### src/rtl/tick_sched_pkg.sv
package tick_sched_pkg;
  // strobes passed from the sequencer to the tone datapath
  typedef struct packed {
    logic tick;     // base tick of this clock
    logic toneSvc;  // tone slot served in this clock
  } slot_strobe_t;
endpackage

### src/rtl/tick_sched_ctrl.sv
module tick_sched_ctrl
  import tick_sched_pkg::*;
#(
  parameter int TICK_DIV  = 125,
  parameter int NUM_SLOTS = 5,
  parameter int SLOT_W    = 4,
  parameter int TONE_SLOT = 0
) (
  input  logic                 clk,
  input  logic                 rst,
  output logic [NUM_SLOTS-1:0] slotEn,
  output logic [SLOT_W-1:0]    slotIdx,
  output slot_strobe_t         strb
);
  localparam int PRE_W     = (TICK_DIV > 1) ? $clog2(TICK_DIV) : 1;
  localparam int TERM_SLOT = NUM_SLOTS - 1;

  logic [PRE_W-1:0]  preCnt;
  logic              tick;
  logic [SLOT_W-1:0] nextSlot;

  // base tick prescaler
  assign tick = (preCnt == PRE_W'(TICK_DIV - 1));

  always_ff @(posedge clk) begin
    if (rst)       preCnt <= '0;
    else if (tick) preCnt <= '0;
    else           preCnt <= preCnt + 1'b1;
  end

  // terminating slot, or anything beyond it, wraps back to slot 0
  assign nextSlot = (slotIdx >= SLOT_W'(TERM_SLOT)) ? '0 : slotIdx + 1'b1;

  always_ff @(posedge clk) begin
    if (rst)       slotIdx <= SLOT_W'(TERM_SLOT);
    else if (tick) slotIdx <= nextSlot;
  end

  // one dispatch strobe per slot
  for (genvar k = 0; k < NUM_SLOTS; k++) begin : g_slot
    assign slotEn[k] = tick && (nextSlot == SLOT_W'(k));
  end

  assign strb.tick    = tick;
  assign strb.toneSvc = slotEn[TONE_SLOT];

  AST_TICK_SINGLE: assert property (@(posedge clk) disable iff (rst)
    tick |=> !tick) else $error("tick lasted more than one clock");

  AST_ONE_ENABLE: assert property (@(posedge clk) disable iff (rst)
    $countones(slotEn) <= 1) else $error("several slot enables");

  AST_SLOT_HOLD: assert property (@(posedge clk) disable iff (rst)
    !tick |=> $stable(slotIdx)) else $error("slot index moved between ticks");

  AST_SLOT_STEP: assert property (@(posedge clk) disable iff (rst)
    (tick && slotIdx < SLOT_W'(TERM_SLOT)) |=> slotIdx == $past(slotIdx) + 1'b1)
    else $error("slot index did not advance");

  AST_SLOT_WRAP: assert property (@(posedge clk) disable iff (rst)
    (tick && slotIdx >= SLOT_W'(TERM_SLOT)) |=> slotIdx == '0)
    else $error("slot index did not wrap");
endmodule

### src/rtl/tick_sched_tone.sv
module tick_sched_tone
  import tick_sched_pkg::*;
#(
  parameter int CNT_W       = 16,
  parameter int RELOAD_INIT = 9
) (
  input  logic             clk,
  input  logic             rst,
  input  slot_strobe_t     strb,
  input  logic             reloadWe,
  input  logic [CNT_W-1:0] reloadVal,
  output logic             toneOut
);
  logic [CNT_W-1:0] reloadReg;
  logic [CNT_W-1:0] toneCnt;
  logic             cntZero;

  assign cntZero = (toneCnt == '0);

  // reload register; read only at a reload event
  always_ff @(posedge clk) begin
    if (rst)           reloadReg <= CNT_W'(RELOAD_INIT);
    else if (reloadWe) reloadReg <= reloadVal;
  end

  always_ff @(posedge clk) begin
    if (rst) begin
      toneCnt <= '0;
      toneOut <= 1'b0;
    end else if (strb.toneSvc) begin
      if (cntZero) begin
        toneCnt <= reloadReg;
        toneOut <= ~toneOut;
      end else begin
        toneCnt <= toneCnt - 1'b1;
      end
    end
  end

  AST_SVC_ON_TICK: assert property (@(posedge clk) disable iff (rst)
    strb.toneSvc |-> strb.tick) else $error("tone served off tick");

  AST_TONE_DEC: assert property (@(posedge clk) disable iff (rst)
    (strb.toneSvc && !cntZero) |=> (toneCnt == $past(toneCnt) - 1'b1) && $stable(toneOut))
    else $error("tone counter did not decrement");

  AST_TONE_IDLE: assert property (@(posedge clk) disable iff (rst)
    !strb.toneSvc |=> $stable(toneCnt) && $stable(toneOut))
    else $error("tone state changed without service");

  AST_TONE_FLIP: assert property (@(posedge clk) disable iff (rst)
    (strb.toneSvc && cntZero) |=> (toneOut != $past(toneOut)) && (toneCnt == $past(reloadReg)))
    else $error("tone did not reload and flip");
endmodule

### src/rtl/tick_slot_sched.sv
module tick_slot_sched
  import tick_sched_pkg::*;
#(
  parameter int TICK_DIV    = 125,
  parameter int NUM_SLOTS   = 5,
  parameter int SLOT_W      = 4,
  parameter int TONE_SLOT   = 0,
  parameter int CNT_W       = 16,
  parameter int RELOAD_INIT = 9
) (
  input  logic                 clk,
  input  logic                 rst,
  input  logic                 reloadWe,
  input  logic [CNT_W-1:0]     reloadVal,
  output logic                 toneOut,
  output logic [NUM_SLOTS-1:0] slotEn,
  output logic [SLOT_W-1:0]    slotIdx
);
  slot_strobe_t strb;

  tick_sched_ctrl #(
    .TICK_DIV (TICK_DIV),
    .NUM_SLOTS(NUM_SLOTS),
    .SLOT_W   (SLOT_W),
    .TONE_SLOT(TONE_SLOT)
  ) u_ctrl (
    .clk    (clk),
    .rst    (rst),
    .slotEn (slotEn),
    .slotIdx(slotIdx),
    .strb   (strb)
  );

  tick_sched_tone #(
    .CNT_W      (CNT_W),
    .RELOAD_INIT(RELOAD_INIT)
  ) u_tone (
    .clk      (clk),
    .rst      (rst),
    .strb     (strb),
    .reloadWe (reloadWe),
    .reloadVal(reloadVal),
    .toneOut  (toneOut)
  );
endmodule

### config.mk
export PLATFORM = sky130hd
export DESIGN_NAME = tick_slot_sched
export DESIGN_NICKNAME = d
export VERILOG_FILES = /design/src/rtl/tick_sched_pkg.sv /design/src/rtl/tick_sched_ctrl.sv /design/src/rtl/tick_sched_tone.sv /design/src/rtl/tick_slot_sched.sv
export SDC_FILE = /design/constraint.sdc
export NUM_CORES = 1
export LEC_CHECK = 0
export CAP_MARGIN = 20
export CORE_MARGIN = 8
export CORE_UTILIZATION = 60
export DETAILED_ROUTE_END_ITERATION = 8
export DONT_BUFFER_PORTS = 1
export PLACE_DENSITY = 0.88
export SKIP_LAST_GASP = 1
export SYNTH_ARGS = -nofsm -noshare
export SYNTH_HDL_FRONTEND = slang
export SYNTH_SLANG_ARGS = --single-unit
### constraint.sdc
create_clock -name clk -period 4.3 [get_ports clk]
set_input_delay 0.86 -clock clk [delete_from_list [all_inputs] [get_ports clk]]
set_output_delay 0.86 -clock clk [all_outputs]
set_load 0.02 [all_outputs]
# == Word-level counts from Yosys, hierarchy flattened ==
# Cells that the tools add are included.
# word_totals
word_cells,26
out_inout_bits,10
input_bits,19
register_bits,44
# op_classes
n_mux,2
order_cmp,1
eq_ne,5
n_reduce_logical,9
n_bitwise,1
n_addsub,3
# ops
cell,count
16-bit logical NOT,1
16-bit 2-to-1 mux,1
16-bit by 1-bit subtractor with 16-bit output (second input constant),1
4-bit by 2-bit equality test with 1-bit output (second input constant),2
7-bit by 1-bit adder with 7-bit output (second input constant),1
7-bit equality test (second input constant),1
1-bit logical AND,5
4-bit by 1-bit adder with 4-bit output (second input constant),1
4-bit by 1-bit equality test with 1-bit output (second input constant),1
4-bit by 3-bit equality test with 1-bit output (second input constant),1
4-bit by 3-bit greater-or-equal comparator with 1-bit output (second input constant),1
4-bit logical NOT,1
4-bit 2-to-1 mux,1
2-bit AND reduction,1
2-bit OR reduction,1
1-bit inverter,1

# == Longest topological paths before layout ==
# logic_depth
ltp_word,5
mapped_depth,8
mapped_depth_nobuf,7

# == Hierarchy ==
# A second synthesis with hierarchy kept.
# unflattened
hier_cells,250
hier_area_um2,2249.7
# by_module_without_submodules
module,cells_each,seq_area_each_um2,instances,area_each_um2
tick_sched_tone,185,660.6,1,1664.1
tick_sched_ctrl,65,220.2,1,585.6

# == Least setup slack after synthesis ==
# Ideal clock, no wire load.
# synth_timing
path_type,register to output
startpoint,reg u_ctrl.slotIdx[0]
endpoint,out slotEn[0]
t_required_ns,3.440
n_path_buf,1
arrival_time_ns,1.629
stages_incl_launch_ff,6
path_slack_ns,1.811
path_cell_list,dfxtp_1 ha_1 nor3b_1 o211ai_1 inv_1 clkbuf_1
# synth_via
elab_chain_len,4
word_cells_on_any_way,5
cone_classes,1 x add/sub; 1 x order compare; 1 x mux; 2 x reduce/logical
# synth_rtl
element,line_no,rtl
start: declaration,tick_sched_ctrl.sv:12,"output logic [SLOT_W-1:0] slotIdx,"
start signal: assignment,tick_sched_ctrl.sv:35,if (rst) slotIdx <= SLOT_W'(TERM_SLOT);
start signal: assignment,tick_sched_ctrl.sv:36,else if (tick) slotIdx <= nextSlot;
4-bit by 1-bit adder with 4-bit output or 4-bit by 3-bit greater-or-equal comparator with 1-bit output (tied branches),tick_sched_ctrl.sv:32,assign nextSlot = (slotIdx >= SLOT_W'(TERM_SLOT)) ? '0 : slotIdx + 1'b1;
4-bit 2-to-1 mux *,tick_sched_ctrl.sv:32,
4-bit logical NOT *,tick_sched_ctrl.sv:41,assign slotEn[k] = tick && (nextSlot == SLOT_W'(k));
1-bit logical AND *,tick_sched_ctrl.sv:41,
end: declaration,tick_slot_sched.sv:16,"output logic [NUM_SLOTS-1:0] slotEn,"
# Mark *: on every way between the ends. The rest lies on a longest branch, timed or not.

# == Worst setup path in the final report ==
# Same ends and word-level chain as after synthesis.

==> impl_metrics.ini <==
[cells_and_area]
antennaDiodeCount = 0
n_fill_cell = 311
nets = 266
syn2layout_area_growth_pct = 3.31
final_layout_size_suffix_gt1_share_pct = 7.41

[min_path]
hp-class = reg2reg
min_from = u_tone.toneCnt[15]

[timing]
finalSetupViolCount = 0
tns_ps = 0
hold_violations = 0
period_needed_ps = 3350
worst_slack_ps = 947
slew_headroom_pct = 33.4
tightest_slew_ps = 986
slew_viol_final = 0
layout_worst_path_cycle_share_pct = 78.0
clock-skew-final_ps = 10.5
rsz0062_at_grt = false
max_freq_ghz = 0.298

[yosys]
synth-seq-cells = 44
synth_async_sr_flop_share_pct = 0
synth_edf_count = 0
synth_area_per_cell_um2 = 8.82
yosysWarnings = 0
syn_nets = 273
yosysSeqAreaShare_pct = 40.1
synth.cell_area_um2 = 2200
synthCells = 249
synth_flop_cell = dfxtp_1
ys_types = 45

[pwr]
combPwrFrac_pct = 3.7
pwr-share-clk_pct = 36.9
power_frac_seq_pct = 59.4
switchingPower_uw = 160
power_density_nw_per_um2 = 317
leakagePower_nw = 0.830
intPower_uw = 560
peakVddDrop_mv = 0.311
sw_frac_of_total_pct = 22.2
totalPowerFinal_uw = 719

[floorplan]
chipHeight_um = 76.5
rows = 22
initial_core_util_pct = 61.4
die_x_um = 76.5
ios = 29
core_um2 = 3580
fp.dieArea_um2 = 5850

[global_route]
grt_remaining_overflow = 0
antenna_found_initial = 0
grt_use_met1_pct = 18.7
grtUsageMet2_pct = 26.2
grt-busiest-layer = met2
grt_pass1_wl_um = 7890
grt_start_max_net_pins = 41
grt_use_met3_pct = 4.83
grt_pass1_vias = 1665
grt.total_usage_pct = 16.2

[drt]
vias = 1778
dr.first_iter.drc_count = 137
first_pass_iters = 4
drtAntennaViolNets = 0
route.detailed.vias_per_inst = 6.11
drcViolationCount = 0
wl_per_cell_um = 15.7
wl_um = 4580

[placed_design]
post-dp-hpwl_um = 3340
io_buffers = 0
place.gp.congestion = 0.913
dp_slack_ps = 1410

[setup_path]
arrival_ps = 2490
r2r-start = u_ctrl.slotIdx[0]
required_ps = 3440
criticalPathCategory = reg2out
end_kind = output pin
startpoint = u_ctrl.slotIdx[0]
rrSetupSlack_ps = 1430
path_max_fanout = 11
start_kind = flip-flop

[clock_tree]
clock_sinks = 44
clock_path_buffers = 2
cts_tree = yes
cts_resized = 0
numCtsBuffers = 5
clk_pin_slew_ps = 130
insertion_delay_ps = 370
cts-root-buf = clkbuf_4
cts_setup_buffers = 0
cts_hold_buf = 0
htree_num_levels = 2

[run_status]
outcome = finished clean

[job]
maxCapViolCount = 0
-- worst max-delay path: stages, from the launching register on --
cell	delay, ps
dfxtp_1	600
ha_1	350
nor3b_1	80
o211ai_1	650
inv_1	440
-- worst paths after layout --
path	endpoint	depth (start not counted)
worst min register to register	u_tone.toneCnt[15]	2
worst max-delay path	slotEn[0]	4
worst max register to register	u_tone.toneCnt[5]	6
worst min-delay path	u_tone.toneCnt[15]	2
-- state kept, by name, indices dropped and copies added, names as in the netlist --
| signal | cells |
|---|---|
| u_ctrl.slotIdx | 4 |
| u_ctrl.preCnt | 7 |
| u_tone.toneCnt | 16 |
| u_tone.toneOut | 1 |
| u_tone.reloadReg | 16 |
-- layout by cell type, fill, tap and decap left out, types with 2 or more instances in the layout --
| cell type | synthesis | final |
|---|---|---|
| mux2i_1 | 21 | 21 |
| a2111oi_0 | 4 | 4 |
| o32ai_1 | 5 | 5 |
| clkbuf_4 | 0 | 5 |
| a221oi_1 | 3 | 3 |
| or4_1 | 6 | 6 |
| dfxtp_1 | 44 | 44 |
| o22ai_1 | 3 | 3 |
| nand3_1 | 11 | 11 |
| nor2_1 | 36 | 36 |
| o21ai_0 | 7 | 7 |
| a211oi_1 | 3 | 3 |
| o2bb2ai_1 | 3 | 3 |
| or2_2 | 3 | 3 |
| xor2_1 | 3 | 3 |
| nor2b_1 | 6 | 6 |
| a21oi_1 | 7 | 7 |
| xnor2_1 | 2 | 2 |
| o211ai_1 | 3 | 3 |
| a211o_1 | 2 | 2 |
| nand4_1 | 4 | 4 |
| nand2_1 | 7 | 7 |
| inv_1 | 13 | 13 |
| and2_1 | 2 | 2 |
| and3_1 | 2 | 2 |
| nor3_1 | 6 | 6 |
| nor4_1 | 6 | 6 |
| or3_1 | 2 | 2 |
| ha_1 | 5 | 5 |
-- power groups by stage --
stage,combinational [mW],clock (mW),sequential (mW)
3_5_place_dp,0.0271,0,0.436
2_1_floorplan,0.0315,0,0.433
3_3_place_gp,0.0255,0,0.436
5_1_grt,0.0304,0.290,0.429
4_1_cts,0.0271,0.271,0.427
6_report,0.0267,0.266,0.427
-- per-stage QoR --
stage | utilization (%) | std cells | hold WS [ps] | area (µm²)
finish | 63.4 | 291 | 492 | 2270
global route | 63.4 | 291 | 506 | 2270
CTS | 63.4 | 291 | 491 | 2270
detailed placement | 61.0 | 283 | 473 | 2180
global placement | 61.0 | 283 | 448 | 2180
floorplan | - | 249 | 430 | 2200
-- cell usage after synthesis, drive strengths merged, types with 5 or more instances --
cell / count / area, µm²
nor4: 7 / 58.8
nand2: 7 / 26.3
mux2i: 21 / 210
ha: 5 / 62.6
nor2: 36 / 135
nor2b: 6 / 37.5
nor3: 6 / 30.0
clkbuf: 12 / 45.0
nand3: 11 / 55.1
o32ai: 5 / 43.8
or4: 7 / 56.3
o21ai: 7 / 35.0
dfxtp: 44 / 881
inv: 13 / 48.8
a21oi: 7 / 35.0
-- kinds of logic (layout without fill, tap and decap cells) --
| group | after synthesis | in the layout | synth area share (%) |
|---|---|---|---|
| muxes | 22 | 22 | 10.1 |
| xor gates and xnor gates | 5 | 5 | 1.99 |
| and+or+nand+nor | 100 | 100 | 24.4 |
| AOI/OAI and AO/OA | 45 | 45 | 14.7 |
| adders and majority gates | 5 | 5 | 2.85 |
| DFF | 44 | 44 | 40.1 |
| buffers and inverters | 28 | 22 | 5.81 |
-- routing by layer --
layer  wire length, µm  vias to the layer above
li1                  -                      903
met1              2060                      817
met2              2140                       48
met3               288                       10
met4                95                        0
met5                 0                        -
-- final cells by class --
class	count	area, µm²	share of cell area [%]
inverter	13	48.8	2.15
timing repair buffer	1	7.51	0.331
clock inverter	3	46.3	2.04
multi-input combinational	177	1190	52.3
tap	48	60.1	2.65
clock buffer	5	37.5	1.65
sequential	44	881	38.8
Note: power is estimated with default switching activity, not from simulation.
